**config.mk**
```make
export PLATFORM = sky130hd
export DESIGN_NAME = diag_node_select
export DESIGN_NICKNAME = d
export VERILOG_FILES = /design/src/rtl/diag_pkg.sv /design/src/rtl/diag_edge_div.sv /design/src/rtl/diag_ser_capture.sv /design/src/rtl/diag_node_mux.sv /design/src/rtl/diag_node_select.sv
export SDC_FILE = /design/constraint.sdc
export NUM_CORES = 1
export LEC_CHECK = 0
export ABC_AREA = 1
export BUFFER_PORTS_ARGS = -buffer_cell sky130_fd_sc_hd__buf_2
export CAP_MARGIN = 20
export CORE_AREA = 2 2 39 41
export CTS_CLUSTER_DIAMETER = 100
export DETAILED_ROUTE_END_ITERATION = 10
export DIE_AREA = 0 0 41 43
export GPL_TIMING_DRIVEN = 1
export PLACE_DENSITY_LB_ADDON = 0.1
export SLEW_MARGIN = 5
export SYNTH_ARGS = -nofsm -noshare
export SYNTH_HDL_FRONTEND = slang
export SYNTH_SLANG_ARGS = --single-unit
```
**constraint.sdc**
```tcl
create_clock -name clk -period 1.4 [get_ports clk]
set_clock_uncertainty 0.2 [all_clocks]
set_input_delay 0.14 -clock clk [delete_from_list [all_inputs] [get_ports clk]]
set_output_delay 0.14 -clock clk [all_outputs]
set_load 0.02 [all_outputs]
```
**src/rtl/diag_pkg.sv**
```systemverilog
package diag_pkg;

   typedef enum logic [2:0] {
      SEL_SER_BIT  = 3'b000,
      SEL_ONE      = 3'b001,
      SEL_REF_HALF = 3'b010,
      SEL_FB_CNT   = 3'b011,
      SEL_OUT_CLK  = 3'b100,
      SEL_ZERO     = 3'b101,
      SEL_BYPASS   = 3'b110,
      SEL_OUT_QTR  = 3'b111
   } test_sel_e;

   localparam int unsigned CODE_W = 3;
   localparam int unsigned MAX_DIV_LOG2 = 8;

endpackage

```
**src/rtl/diag_edge_div.sv**
```systemverilog
module diag_edge_div #(
   parameter int unsigned DIV_LOG2 = 1
) (
   input  logic clk,
   input  logic rst_n,
   input  logic lvl_i,
   output logic div_o
);

   logic lvl_q;
   logic rise;

   always_ff @(posedge clk or negedge rst_n) begin
      if (!rst_n) lvl_q <= 1'b0;
      else        lvl_q <= lvl_i;
   end

   assign rise = lvl_i & ~lvl_q;

   generate
      if (DIV_LOG2 == 1) begin : g_toggle
         logic tog_q;
         always_ff @(posedge clk or negedge rst_n) begin
            if (!rst_n)    tog_q <= 1'b0;
            else if (rise) tog_q <= ~tog_q;
         end
         assign div_o = tog_q;
      end else begin : g_count
         localparam int unsigned CW = DIV_LOG2;
         logic [CW-1:0] cnt_q;
         always_ff @(posedge clk or negedge rst_n) begin
            if (!rst_n)    cnt_q <= '0;
            else if (rise) cnt_q <= cnt_q + 1'b1;
         end
         assign div_o = cnt_q[CW-1];
      end
   endgenerate

endmodule

```
**src/rtl/diag_ser_capture.sv**
```systemverilog
module diag_ser_capture (
   input  logic clk,
   input  logic rst_n,
   input  logic sclk_i,
   input  logic bit_i,
   output logic cap_o
);

   logic sclk_q;
   logic cap_q;

   always_ff @(posedge clk or negedge rst_n) begin
      if (!rst_n) begin
         sclk_q <= 1'b0;
         cap_q  <= 1'b0;
      end else begin
         sclk_q <= sclk_i;
         if (sclk_i && !sclk_q) cap_q <= bit_i;
      end
   end

   assign cap_o = cap_q;

endmodule

```
**src/rtl/diag_node_mux.sv**
```systemverilog
module diag_node_mux
   import diag_pkg::*;
(
   input  logic [CODE_W-1:0] code_i,
   input  logic              cap_i,
   input  logic              ref_half_i,
   input  logic              fb_i,
   input  logic              out_clk_i,
   input  logic              out_qtr_i,
   output logic              node_o,
   output logic              bypass_o
);

   test_sel_e sel;
   assign sel = test_sel_e'(code_i);

   always_comb begin
      node_o   = 1'b0;
      bypass_o = 1'b0;
      unique case (sel)
         SEL_SER_BIT:  node_o = cap_i;
         SEL_ONE:      node_o = 1'b1;
         SEL_REF_HALF: node_o = ref_half_i;
         SEL_FB_CNT:   node_o = fb_i;
         SEL_OUT_CLK:  node_o = out_clk_i;
         SEL_ZERO:     node_o = 1'b0;
         SEL_BYPASS: begin
            node_o   = fb_i;
            bypass_o = 1'b1;
         end
         SEL_OUT_QTR:  node_o = out_qtr_i;
         default:      node_o = 1'b0;
      endcase
   end

endmodule

```
**src/rtl/diag_node_select.sv**
```systemverilog
module diag_node_select
   import diag_pkg::*;
#(
   parameter int unsigned REF_DIV_LOG2 = 1,
   parameter int unsigned OUT_DIV_LOG2 = 2
) (
   input  logic       clk,
   input  logic       rst_n,
   input  logic [2:0] test_code_i,
   input  logic       ref_clk_i,
   input  logic       ser_clk_i,
   input  logic       ser_bit_i,
   input  logic       fb_cnt_i,
   input  logic       out_clk_i,
   output logic       test_o,
   output logic       bypass_o
);

   generate
      if (REF_DIV_LOG2 < 1 || REF_DIV_LOG2 > MAX_DIV_LOG2) begin : g_bad_ref
         $error("REF_DIV_LOG2 out of range");
      end
      if (OUT_DIV_LOG2 < 1 || OUT_DIV_LOG2 > MAX_DIV_LOG2) begin : g_bad_out
         $error("OUT_DIV_LOG2 out of range");
      end
   endgenerate

   logic cap;
   logic ref_half;
   logic out_qtr;

   diag_ser_capture u_cap (
      .clk    (clk),
      .rst_n  (rst_n),
      .sclk_i (ser_clk_i),
      .bit_i  (ser_bit_i),
      .cap_o  (cap)
   );

   diag_edge_div #(.DIV_LOG2(REF_DIV_LOG2)) u_ref_div (
      .clk   (clk),
      .rst_n (rst_n),
      .lvl_i (ref_clk_i),
      .div_o (ref_half)
   );

   diag_edge_div #(.DIV_LOG2(OUT_DIV_LOG2)) u_out_div (
      .clk   (clk),
      .rst_n (rst_n),
      .lvl_i (out_clk_i),
      .div_o (out_qtr)
   );

   diag_node_mux u_mux (
      .code_i     (test_code_i),
      .cap_i      (cap),
      .ref_half_i (ref_half),
      .fb_i       (fb_cnt_i),
      .out_clk_i  (out_clk_i),
      .out_qtr_i  (out_qtr),
      .node_o     (test_o),
      .bypass_o   (bypass_o)
   );

endmodule

```
==> metrics.txt, run 1 <==
Synth Area in Compound Gates=about 3.6%; Synth Instances=36; sequential fraction of the synthesis area=~56%; asr flop ratio synth=100%; Skew-Pair Late Insertion Delay=~0.25 ns; VDD IR max=a little under 400 uV; die area=1760 um2; Clk pwr share=around 29%; maximum clock rate=slightly above 0.7 GHz; simple-gate share of the synthesized area=roughly a quarter; vias in the first global route=around 300; H-tree depth=1; DR WL/cell=between 8 and 9 um; synthesis warning total=0; share of post-route cells with drive strength above 1=approximately 33%; sw frac=between 20% and 30%; num ports=12; detailed placement HPWL=between 400 and 500 um; final net count=about 70; vias=303; Synth top cells by count=nand2_1 (9), dfrtp_1 (7), inv_1 (7), nand3_1 (4); final worst-path cycle share=a little over nine tenths; mux cell area share after synthesis=0%; Syn Nets=between 40 and 50; final instance area=around 480 um2; CTS tree=done; CP Data Required Time=between 1 and 1.5 ns; hold crit path type=input pin to async pin; final wirelength=between 600 and 700 um; slew margin rel.=89.3%; Worst path top cell family by delay=flip-flops; Avg Synthesized Cell Area=8.76 um2; Comb power frac=24.9%; GRT Util Overall=9.74%; Tmin final=approximately 1.4 ns; static leakage=between 0.2 and 0.3 nW; power density over cell area=between 1000 and 1500 nW/um2; Placed Area=390 um2; CP most frequent cell=nand2_1; initial antenna violation count=0; worst-path maximum fanout=2; Slew Viols, Final=0; Routed Antenna Nets=0; outcome=complete, no violations; Most used DFF post-synth=dfrtp_1; CTS Buffer Depth=2; via/cell ratio=slightly above 4; post-synthesis cell area=315 um2; Post-synth EDFFs=0; Critical Path, Cell by Cell=nand3_2 > nand2_1 > nand2_1 > nand4_1 > buf_4; dpl ws=around 0.24 ns; die height=43 um; synth-to-layout area growth=53.2%; first-pass GRT wire length=1110 um; cell row count=14; leading area contributor after synthesis=dfrtp_1; largest family of logic cells by synthesized area=simple AND/OR/NAND/NOR gates; DRC=0; Switch Pwr=0.174 mW; final worst slack=between 0.015 and 0.02 ns; Die W=just over 40 um; PortBufs=11; most common cell in the netlist=nand2_1; total internal power=about 0.45 mW; crit end category=primary output; CTS Sinks=7; WP data arrival=~1.0 ns; n_diodes=0; TritonCTS buffer count=3; Root Driver=clkbuf_4; top-area cell type share of the netlist area=a little under three fifths; largest net degree at the start of global routing=8; Clock transition at path regs=0.06 ns; Core ar.=roughly 1400 um2; Max-Cap Viols=0; Initial DRC Count=1; synth top area cells=dfrtp_1 (56%), nand2_1 (11%), inv_1 (8.3%); Hold Vio Cnt, Final=0; startpoint types=flop; part of the power in registers=46.4%; Adder-Cell Fraction of Synth Area=0%; Worst Setup Path Type=flop to primary output; Buf+Inv Stages, Crit Path=1; Synth Area in XOR/XNOR=~8.3%; Slew @ Worst Pin=roughly 0.16 ns; Final setup viols=0; delay of the slowest critical-path stage=0.39 ns; unrepaired setup endpoints after global routing=true; Netlist cell types=11; total gr overflow=0; Seq cells post-synth=7; Initial Util=between 20% and 30%; RePlAce Congestion=0.632; 1st-pass router iterations=2; CP max stage cell=dfrtp_1
==> layer usage <==
metal / GRT usage [%] / routed length [um] / up-vias
met5: 0 / 0 / -
met4: 8.00 / 0 / 0
met3: 3.14 / 24 / 0
met2: 13.4 / 339 / 5
met1: 11.6 / 286 / 143
li1: - / - / 155
==> worst register-to-register path, stage by stage, from the launching register on <==
cell and delay (ns):
dfrtp_1 0.37, nor2_2 0.14, nand2_1 0.08, xnor2_1 0.13
==> timing repair <==
| action | in CTS | in global routing |
|---|---|---|
| setup endpoints to repair | 1 | 1 |
| hold buffers | 5 | 0 |
| pin swaps | 3 | 3 |
| resized for setup | 1 | 1 |
| cloned | 0 | 0 |
| setup buffers | 1 | 0 |
| hold endpoints to repair | 12 | 0 |
==> registers in the layout, indices dropped and copies added (netlist names) <==
register	count
u_ref_div.div_o	1
u_cap.cap_o	1
u_out_div.g_count.cnt_q	2
u_cap.sclk_q	1
u_out_div.lvl_q	1
u_ref_div.lvl_q	1
==> cells by family after synthesis <==
kind of cell,count (synthesis)
buf+inv,7
xor+xnor,3
compound gates,2
simple gates,17
flops,7
==> power by group through the flow <==
stage	Sequential (mW)	Combinational (mW)	Clock [mW]
after floorplan	0.287	0.0776	0
after global placement	0.296	0.110	0
after detailed placement	0.296	0.114	0
after CTS	0.288	0.154	0.190
after global routing	0.294	0.170	0.202
final	0.289	0.155	0.179
==> final timing paths <==
kind / startpoint / endpoint / slack (ns) / cells past startpoint
setup / recovery: u_out_div.g_count.cnt_q[1] / test_o / 0.02 / 5
hold / removal: rst_n / u_ref_div.div_o / 0.05 / 2
setup reg to reg: u_out_div.lvl_q / u_out_div.g_count.cnt_q[1] / 0.38 / 3
hold reg to reg: u_out_div.g_count.cnt_q[0] / u_out_div.g_count.cnt_q[0] / 0.27 / 1
max in group asynchronous: rst_n / u_cap.sclk_q / 0.79 / 2
min in group clk: out_clk_i / u_out_div.g_count.cnt_q[0] / 0.06 / 4
==> placed cells by master (no fill, tap or decap) <==
master         netlist  routed
nor2_1               1       1
a21oi_1              1       1
clkbuf_4             0       3
inv_1                7       7
dlygate4sd3_1        0       5
nand2_1              9       9
xnor2_1              2       2
buf_4                0       2
clkinv_2             0       1
nor2_2               2       2
buf_2                0      10
nand3_1              4       3
a31oi_1              1       1
nand3_2              0       1
nand4_1              1       1
xor2_1               1       1
dfrtp_1              7       7
==> final cells by class <==
type	count	area [um2]
Clock inverter	1	5.00
Clock buffer	3	22.5
Timing Repair Buffer	17	115
Inverter	7	26.3
Tap cell	16	20.0
Multi-Input combinational cell	22	119
Sequential cell	7	175
Fill cell	160	901
==> metrics by stage <==
step                util [%]  hold slack [ns]  instances  total power, mW  setup TNS (ns)
floorplan                  -           -0.356         36            0.364               0
global placement        28.2           -0.223         63            0.406               0
detailed placement      28.2           -0.221         63            0.410               0
CTS                     34.5           0.0451         73            0.632         -0.0112
global route            34.9           0.0727         73            0.666         -0.0651
finish                  34.9           0.0471         73            0.622               0
(Power assumes the default switching activity.)
==> inputs of run 2 (changes only) <==
--- a/config.mk
+++ b/config.mk
@@ -6,12 +6,12 @@
 export NUM_CORES = 1
 export LEC_CHECK = 0
 export ABC_AREA = 1
-export BUFFER_PORTS_ARGS = -buffer_cell sky130_fd_sc_hd__buf_2
 export CAP_MARGIN = 20
-export CORE_AREA = 2 2 39 41
+export CORE_AREA = 5 5 42 44
 export CTS_CLUSTER_DIAMETER = 100
 export DETAILED_ROUTE_END_ITERATION = 10
-export DIE_AREA = 0 0 41 43
+export DIE_AREA = 0 0 47 49
+export DONT_BUFFER_PORTS = 1
 export GPL_TIMING_DRIVEN = 1
 export PLACE_DENSITY_LB_ADDON = 0.1
 export SLEW_MARGIN = 5
==> run 2 against run 1 <==
Compared with the run above:
- largest cell class unchanged
- non-clock buffer count is 9 lower
- design area is 9.1% lower
- sequential power is 2% lower
- power is 2.1% lower
- combinational power hardly changed
- count of clock-buffer cells in the layout is 1 higher
- global-route usage is 4.1 points lower
- routed wire length is 12% lower
- maximum frequency is 1.8% higher
- via count is 13% lower
- worst setup slack better by 0.025 ns
- first-iteration DRC count is 100% lower
==> metrics.txt, run 2 (same netlist as run 1, synthesis figures left out) <==
commonest non-fill, non-tap cell in the layout=nand2_1 (was buf_2); Clock transition at path regs=0.05 ns (was 0.06 ns); PortBufs=0 (was 11); CTS Buffer Depth=2 (unchanged); VDD IR max=381 uV (was 386 uV); Worst Setup Path Type=flop to primary output (unchanged); Final setup viols=0 (unchanged); die height=49 um (was 43 um); vias in the first global route=228 (was 298); WP data arrival=1.02 ns (was 1.04 ns); Tmin final=1.36 ns (was 1.38 ns); Root Driver=clkbuf_4 (unchanged); Routed Antenna Nets=0 (unchanged); n_diodes=0 (unchanged); Max-Cap Viols=0 (unchanged); detailed placement HPWL=468 um (was 496 um); final wirelength=574 um (was 650 um); final net count=59 (was 68); share of post-route cells with drive strength above 1=18.8% (was 33.3%); cell row count=14 (unchanged); Slew Viols, Final=0 (unchanged); unrepaired setup endpoints after global routing=true (unchanged); Comb power frac=25.2% (was 24.9%); final worst slack=0.0420 ns (was 0.0175 ns); H-tree depth=1 (unchanged); static leakage=0.218 nW (was 0.255 nW); Skew-Pair Late Insertion Delay=0.24 ns (was 0.25 ns); CP max stage cell=dfrtp_1 (unchanged); TritonCTS buffer count=3 (unchanged); Clk pwr share=28.4% (was 28.7%); maximum clock rate=0.736 GHz (was 0.723 GHz); CTS tree=done (unchanged); max reg flops=2 (unchanged); vias=263 (was 303); Placed Area=343 um2 (was 390 um2); final worst-path cycle share=97.0% (was 98.8%); CP most frequent cell=nand2_1 (unchanged); Switch Pwr=0.155 mW (was 0.174 mW); slew margin rel.=78.8% (was 89.3%); initial antenna violation count=0 (unchanged); delay of the slowest critical-path stage=0.37 ns (was 0.39 ns); crit end category=primary output (unchanged); first-pass GRT wire length=897 um (was 1110 um); Die W=47 um (was 41 um); outcome=complete, no violations (unchanged); Critical Path, Cell by Cell=nand2_1 > nand2_1 > nand3_2 > nand4_1 (was nand3_2 > nand2_1 > nand2_1 > nand4_1 > buf_4); Core ar.=1400 um2 (was 1380 um2); RePlAce Congestion=0.610 (was 0.632); Hold Vio Cnt, Final=0 (unchanged); hold crit path type=input pin to async pin (unchanged); DRC=0 (unchanged); die area=2300 um2 (was 1760 um2); sw frac=25.4% (was 28.0%); worst-path maximum fanout=2 (unchanged); power density over cell area=1390 nW/um2 (was 1290 nW/um2); via/cell ratio=4.11 (was 4.15); largest net degree at the start of global routing=8 (unchanged); part of the power in registers=46.4% (about the same); Initial DRC Count=0 (was 1); Reg with most FFs=u_out_div.g_count.cnt_q (unchanged); total gr overflow=0 (unchanged); CTS Sinks=7 (unchanged); startpoint types=flop (unchanged); final instance area=439 um2 (was 483 um2); GRT Util Overall=5.59% (was 9.74%); 1st-pass router iterations=1 (was 2); Initial Util=22.5% (was 22.8%); DR WL/cell=8.97 um (was 8.90 um); CP Data Required Time=1.06 ns (about the same); R2R Setup Slk=0.39 ns (was 0.38 ns); synth-to-layout area growth=39.3% (was 53.2%); most frequent cells in the layout=nand2_1 (9), inv_1 (7), dfrtp_1 (7) (was buf_2 (10), nand2_1 (9), inv_1 (7), dfrtp_1 (7), dlygate4sd3_1 (5)); Slew @ Worst Pin=0.317 ns (was 0.160 ns); num ports=12 (unchanged); dpl ws=0.253 ns (was 0.242 ns); total internal power=0.455 mW (was 0.448 mW)
-- run 2: cell count changes in the layout (fill, tap and decap cells not counted) --
cell	before	now
clkbuf_1	0	1
buf_2	10	0
buf_4	2	3
clkinv_2	1	0
-- run 2: stage by stage --
step / util [%] / setup TNS [ns] / power [mW] / cells / hold WS [ns]
2_1_floorplan: - / 0 / 0.364 / 36 / -0.356
3_3_place_gp: 24.5 / 0 / 0.379 / 53 / -0.355
3_5_place_dp: 24.5 / 0 / 0.382 / 53 / -0.355
4_1_cts: 31.0 / 0 / 0.619 / 64 / 0.0302
5_1_grt: 31.3 / -0.0122 / 0.651 / 64 / 0.0482
6_report: 31.3 / 0 / 0.609 / 64 / 0.0237
-- run 2: routing by layer --
metal | track usage (%) | share of wire, %
met5 | 0 | 0
met1 | 6.04 | 42
met3 | 2.95 | 14
met4 | 4.15 | 0
met2 | 7.92 | 44
-- run 2: layout make-up --
cell class | instances | area [um2]
Clock buffer | 4 | 26.3
Fill cell | 154 | 962
Timing Repair Buffer | 8 | 72.6
Sequential cell | 7 | 175
Inverter | 7 | 26.3
Multi-Input combinational cell | 22 | 119
Tap cell | 16 | 20.0
-- run 2: worst paths after layout --
| check | from | cells after the start | end |
|---|---|---|---|
| min | rst_n | 1 | u_cap.sclk_q |
| min in group clk | test_code_i[0] | 2 | bypass_o |
| max in group asynchronous | rst_n | 1 | u_out_div.g_count.cnt_q[1] |
| min reg2reg | u_out_div.g_count.cnt_q[0] | 1 | u_out_div.g_count.cnt_q[0] |
| max reg2reg | u_out_div.lvl_q | 3 | u_out_div.g_count.cnt_q[1] |
| max | u_ref_div.div_o | 4 | test_o |
-- run 2: critical path, delay by kind of cell, from the launching register on --
kind,cells,cell delay (ns)
flops,1,0.37
simple gates,4,0.41
-- run 2: repair_timing --
item                                    in CTS  in global routing
endpoints found under the hold margin       14                  0
gates cloned                                 0                  0
resized for setup                            0                  1
buffers inserted                             2                  0
hold buffers                                 5                  0
pin swaps                                    1                  4
endpoints found under the setup margin       1                  1
-- run 2: power by group through the flow --
stage | Clock [mW] | Combinational [mW] | Sequential [mW]
floorplan | 0 | 0.0776 | 0.287
global placement | 0 | 0.0869 | 0.292
detailed placement | 0 | 0.0872 | 0.294
CTS | 0.182 | 0.154 | 0.283
global route | 0.194 | 0.168 | 0.289
finish | 0.173 | 0.154 | 0.282
==> inputs of run 3 (changes only) <==
--- a/config.mk
+++ b/config.mk
@@ -7,10 +7,10 @@
 export LEC_CHECK = 0
 export ABC_AREA = 1
 export CAP_MARGIN = 20
-export CORE_AREA = 5 5 42 44
+export CORE_AREA = 3 3 40 42
 export CTS_CLUSTER_DIAMETER = 100
 export DETAILED_ROUTE_END_ITERATION = 10
-export DIE_AREA = 0 0 47 49
+export DIE_AREA = 0 0 43 45
 export DONT_BUFFER_PORTS = 1
 export GPL_TIMING_DRIVEN = 1
 export PLACE_DENSITY_LB_ADDON = 0.1
==> run 3 against run 2 <==
Compared with the run above:
- die area down 16%
- via count shrank 1.5%
- routed wire length grew 3.5%
- critical path depth did not move
- power increased by 1.2%
- combinational power about the same
- register-to-register slack is essentially flat
- worst hold slack lost 0.0013 ns
- sequential cell count stayed put
- sequential share of layout area rose by 0.11 points
- clock power increased by 2%
==> metrics.txt, run 3 (same netlist as run 1, synthesis figures left out) <==
crit end category=primary output (unchanged); die height=45 um (was 49 um); Max-Cap Viols=0 (unchanged); vias=259 (was 263); Clock transition at path regs=0.05 ns (about the same); Slew @ Worst Pin=0.319 ns (was 0.317 ns); busiest layer in global routing=met2 (unchanged); first-pass GRT wire length=986 um (was 897 um); n_diodes=0 (unchanged); cells on worst reg2reg path=3 (unchanged); synth-to-layout area growth=38.9% (was 39.3%); CP max stage cell=dfrtp_1 (unchanged); Reg with most FFs=u_out_div.g_count.cnt_q (unchanged); static leakage=0.217 nW (was 0.218 nW); power density over cell area=1410 nW/um2 (was 1390 nW/um2); worst-path maximum fanout=2 (unchanged); TritonCTS buffer count=3 (unchanged); met3 Use GR=3.59% (was 2.95%); r2r startpoint=u_out_div.lvl_q (unchanged); Die W=43 um (was 47 um); Worst path top cell family by delay=simple AND/OR/NAND/NOR gates (unchanged); Routed Antenna Nets=0 (unchanged); Hold Vio Cnt, Final=0 (unchanged); RePlAce Congestion=0.604 (was 0.610); grt met1 use=8.40% (was 6.04%); share of post-route cells with drive strength above 1=18.8% (unchanged); CTS Buffer Depth=2 (unchanged); R2R Setup Slk=0.39 ns (about the same); commonest non-fill, non-tap cell in the layout=nand2_1 (unchanged); vias in the first global route=257 (was 228); initial antenna violation count=0 (unchanged); max reg flops=2 (unchanged); hold slack=0.0224 ns (was 0.0237 ns); H-tree depth=1 (unchanged); DRC=0 (unchanged); Core ar.=1280 um2 (was 1400 um2); num ports=12 (unchanged); CP Launch Point=u_ref_div.div_o (unchanged); final core utilization=34.1% (was 31.3%); detailed placement HPWL=468 um (about the same); global-route track usage on met2=11.1% (was 7.92%); critical path depth in cells=4 (unchanged); Buf+Inv Stages, Crit Path=0 (unchanged); total gr overflow=0 (unchanged); PortBufs=0 (unchanged); slew margin rel.=78.6% (was 78.8%); DR WL/cell=9.43 um (was 8.97 um); WP data arrival=1.02 ns (about the same); Initial Util=24.5% (was 22.5%); Tmin final=1.36 ns (about the same); Initial DRC Count=1 (was 0); most frequent cells in the layout=nand2_1 (9), inv_1 (7), dfrtp_1 (7) (unchanged); final net count=59 (unchanged); largest net degree at the start of global routing=8 (unchanged); final worst-path cycle share=97.3% (was 97.0%); CTS tree=done (unchanged); cell row count=13 (was 14); outcome=complete, no violations (unchanged); Final setup viols=0 (unchanged); Worst Setup Path Type=flop to primary output (unchanged); startpoint types=flop (unchanged); CP most frequent cell=nand2_1 (unchanged); die area=1940 um2 (was 2300 um2); via/cell ratio=4.11 (about the same); GRT Util Overall=7.22% (was 5.59%); delay of the slowest critical-path stage=0.38 ns (was 0.37 ns); Root Driver=clkbuf_4 (unchanged); 1st-pass router iterations=2 (was 1); Slew Viols, Final=0 (unchanged); Critical Path, Cell by Cell=nand2_1 > nand2_1 > nand3_1 > nand4_1 (was nand2_1 > nand2_1 > nand3_2 > nand4_1); maximum clock rate=0.734 GHz (was 0.736 GHz); Skew-Pair Late Insertion Delay=0.24 ns (about the same); R2R Path End=u_out_div.g_count.cnt_q[1] (unchanged); CP Data Required Time=1.06 ns (about the same); CTS Sinks=7 (unchanged); VDD IR max=551 uV (was 381 uV); hold crit path type=input pin to async pin (unchanged); unrepaired setup endpoints after global routing=true (unchanged); final wirelength=594 um (was 574 um)
[run 3: cell counts in the layout (fill, tap and decap cells not counted)]
Identical to the previous run, type by type.
[run 3: worst max path at each step]
| stage | slack, ns | to |
|---|---|---|
| after floorplan | 0.30 | test_o |
| after global placement | 0.25 | test_o |
| after detailed placement | 0.25 | test_o |
| after CTS | 0.002 | test_o |
| after global routing | -0.03 | test_o |
| final | 0.04 | test_o |
[run 3: repair_timing]
action                                 4_1_cts  5_1_grt
hold buffers                                 5        0
endpoints found under the hold margin       14        0
gates resized for setup                      0        1
pin swaps                                    2        3
setup endpoints to repair                    1        1
cloned                                       0        0
buffers inserted                             2        0
[run 3: metal layers]
metal	up-vias	share of wire, %	routed length, um
met3	0	5.2	31
li1	137	-	-
met5	-	0	0
met2	6	50	296
met1	116	45	267
met4	0	0	0
[run 3: final cells by class]
type	instances	area (um2)
Tap cell	15	18.8
Fill cell	137	847
Sequential cell	7	175
Clock buffer	4	26.3
Timing Repair Buffer	8	72.6
Inverter	7	26.3
Multi-Input combinational cell	22	119
[run 3: through the flow]
stage	setup WS (ns)	cell area [um2]	cells	power (mW)	setup TNS [ns]
2_1_floorplan	0.304	315	36	0.364	0
3_3_place_gp	0.248	342	52	0.382	0
3_5_place_dp	0.248	342	52	0.384	0
4_1_cts	0.00212	433	63	0.632	0
5_1_grt	-0.0318	438	63	0.670	-0.0318
6_report	0.0384	438	63	0.617	0
[run 3: power breakdown]
part / switching [mW] / internal (mW) / total, mW / leakage (nW)
logic: 0.0623 / 0.0906 / 0.153 / 0.121
clock network: 0.0687 / 0.108 / 0.177 / 0.0150
registers: 0.0307 / 0.256 / 0.287 / 0.0810
total: 0.162 / 0.455 / 0.617 / 0.217
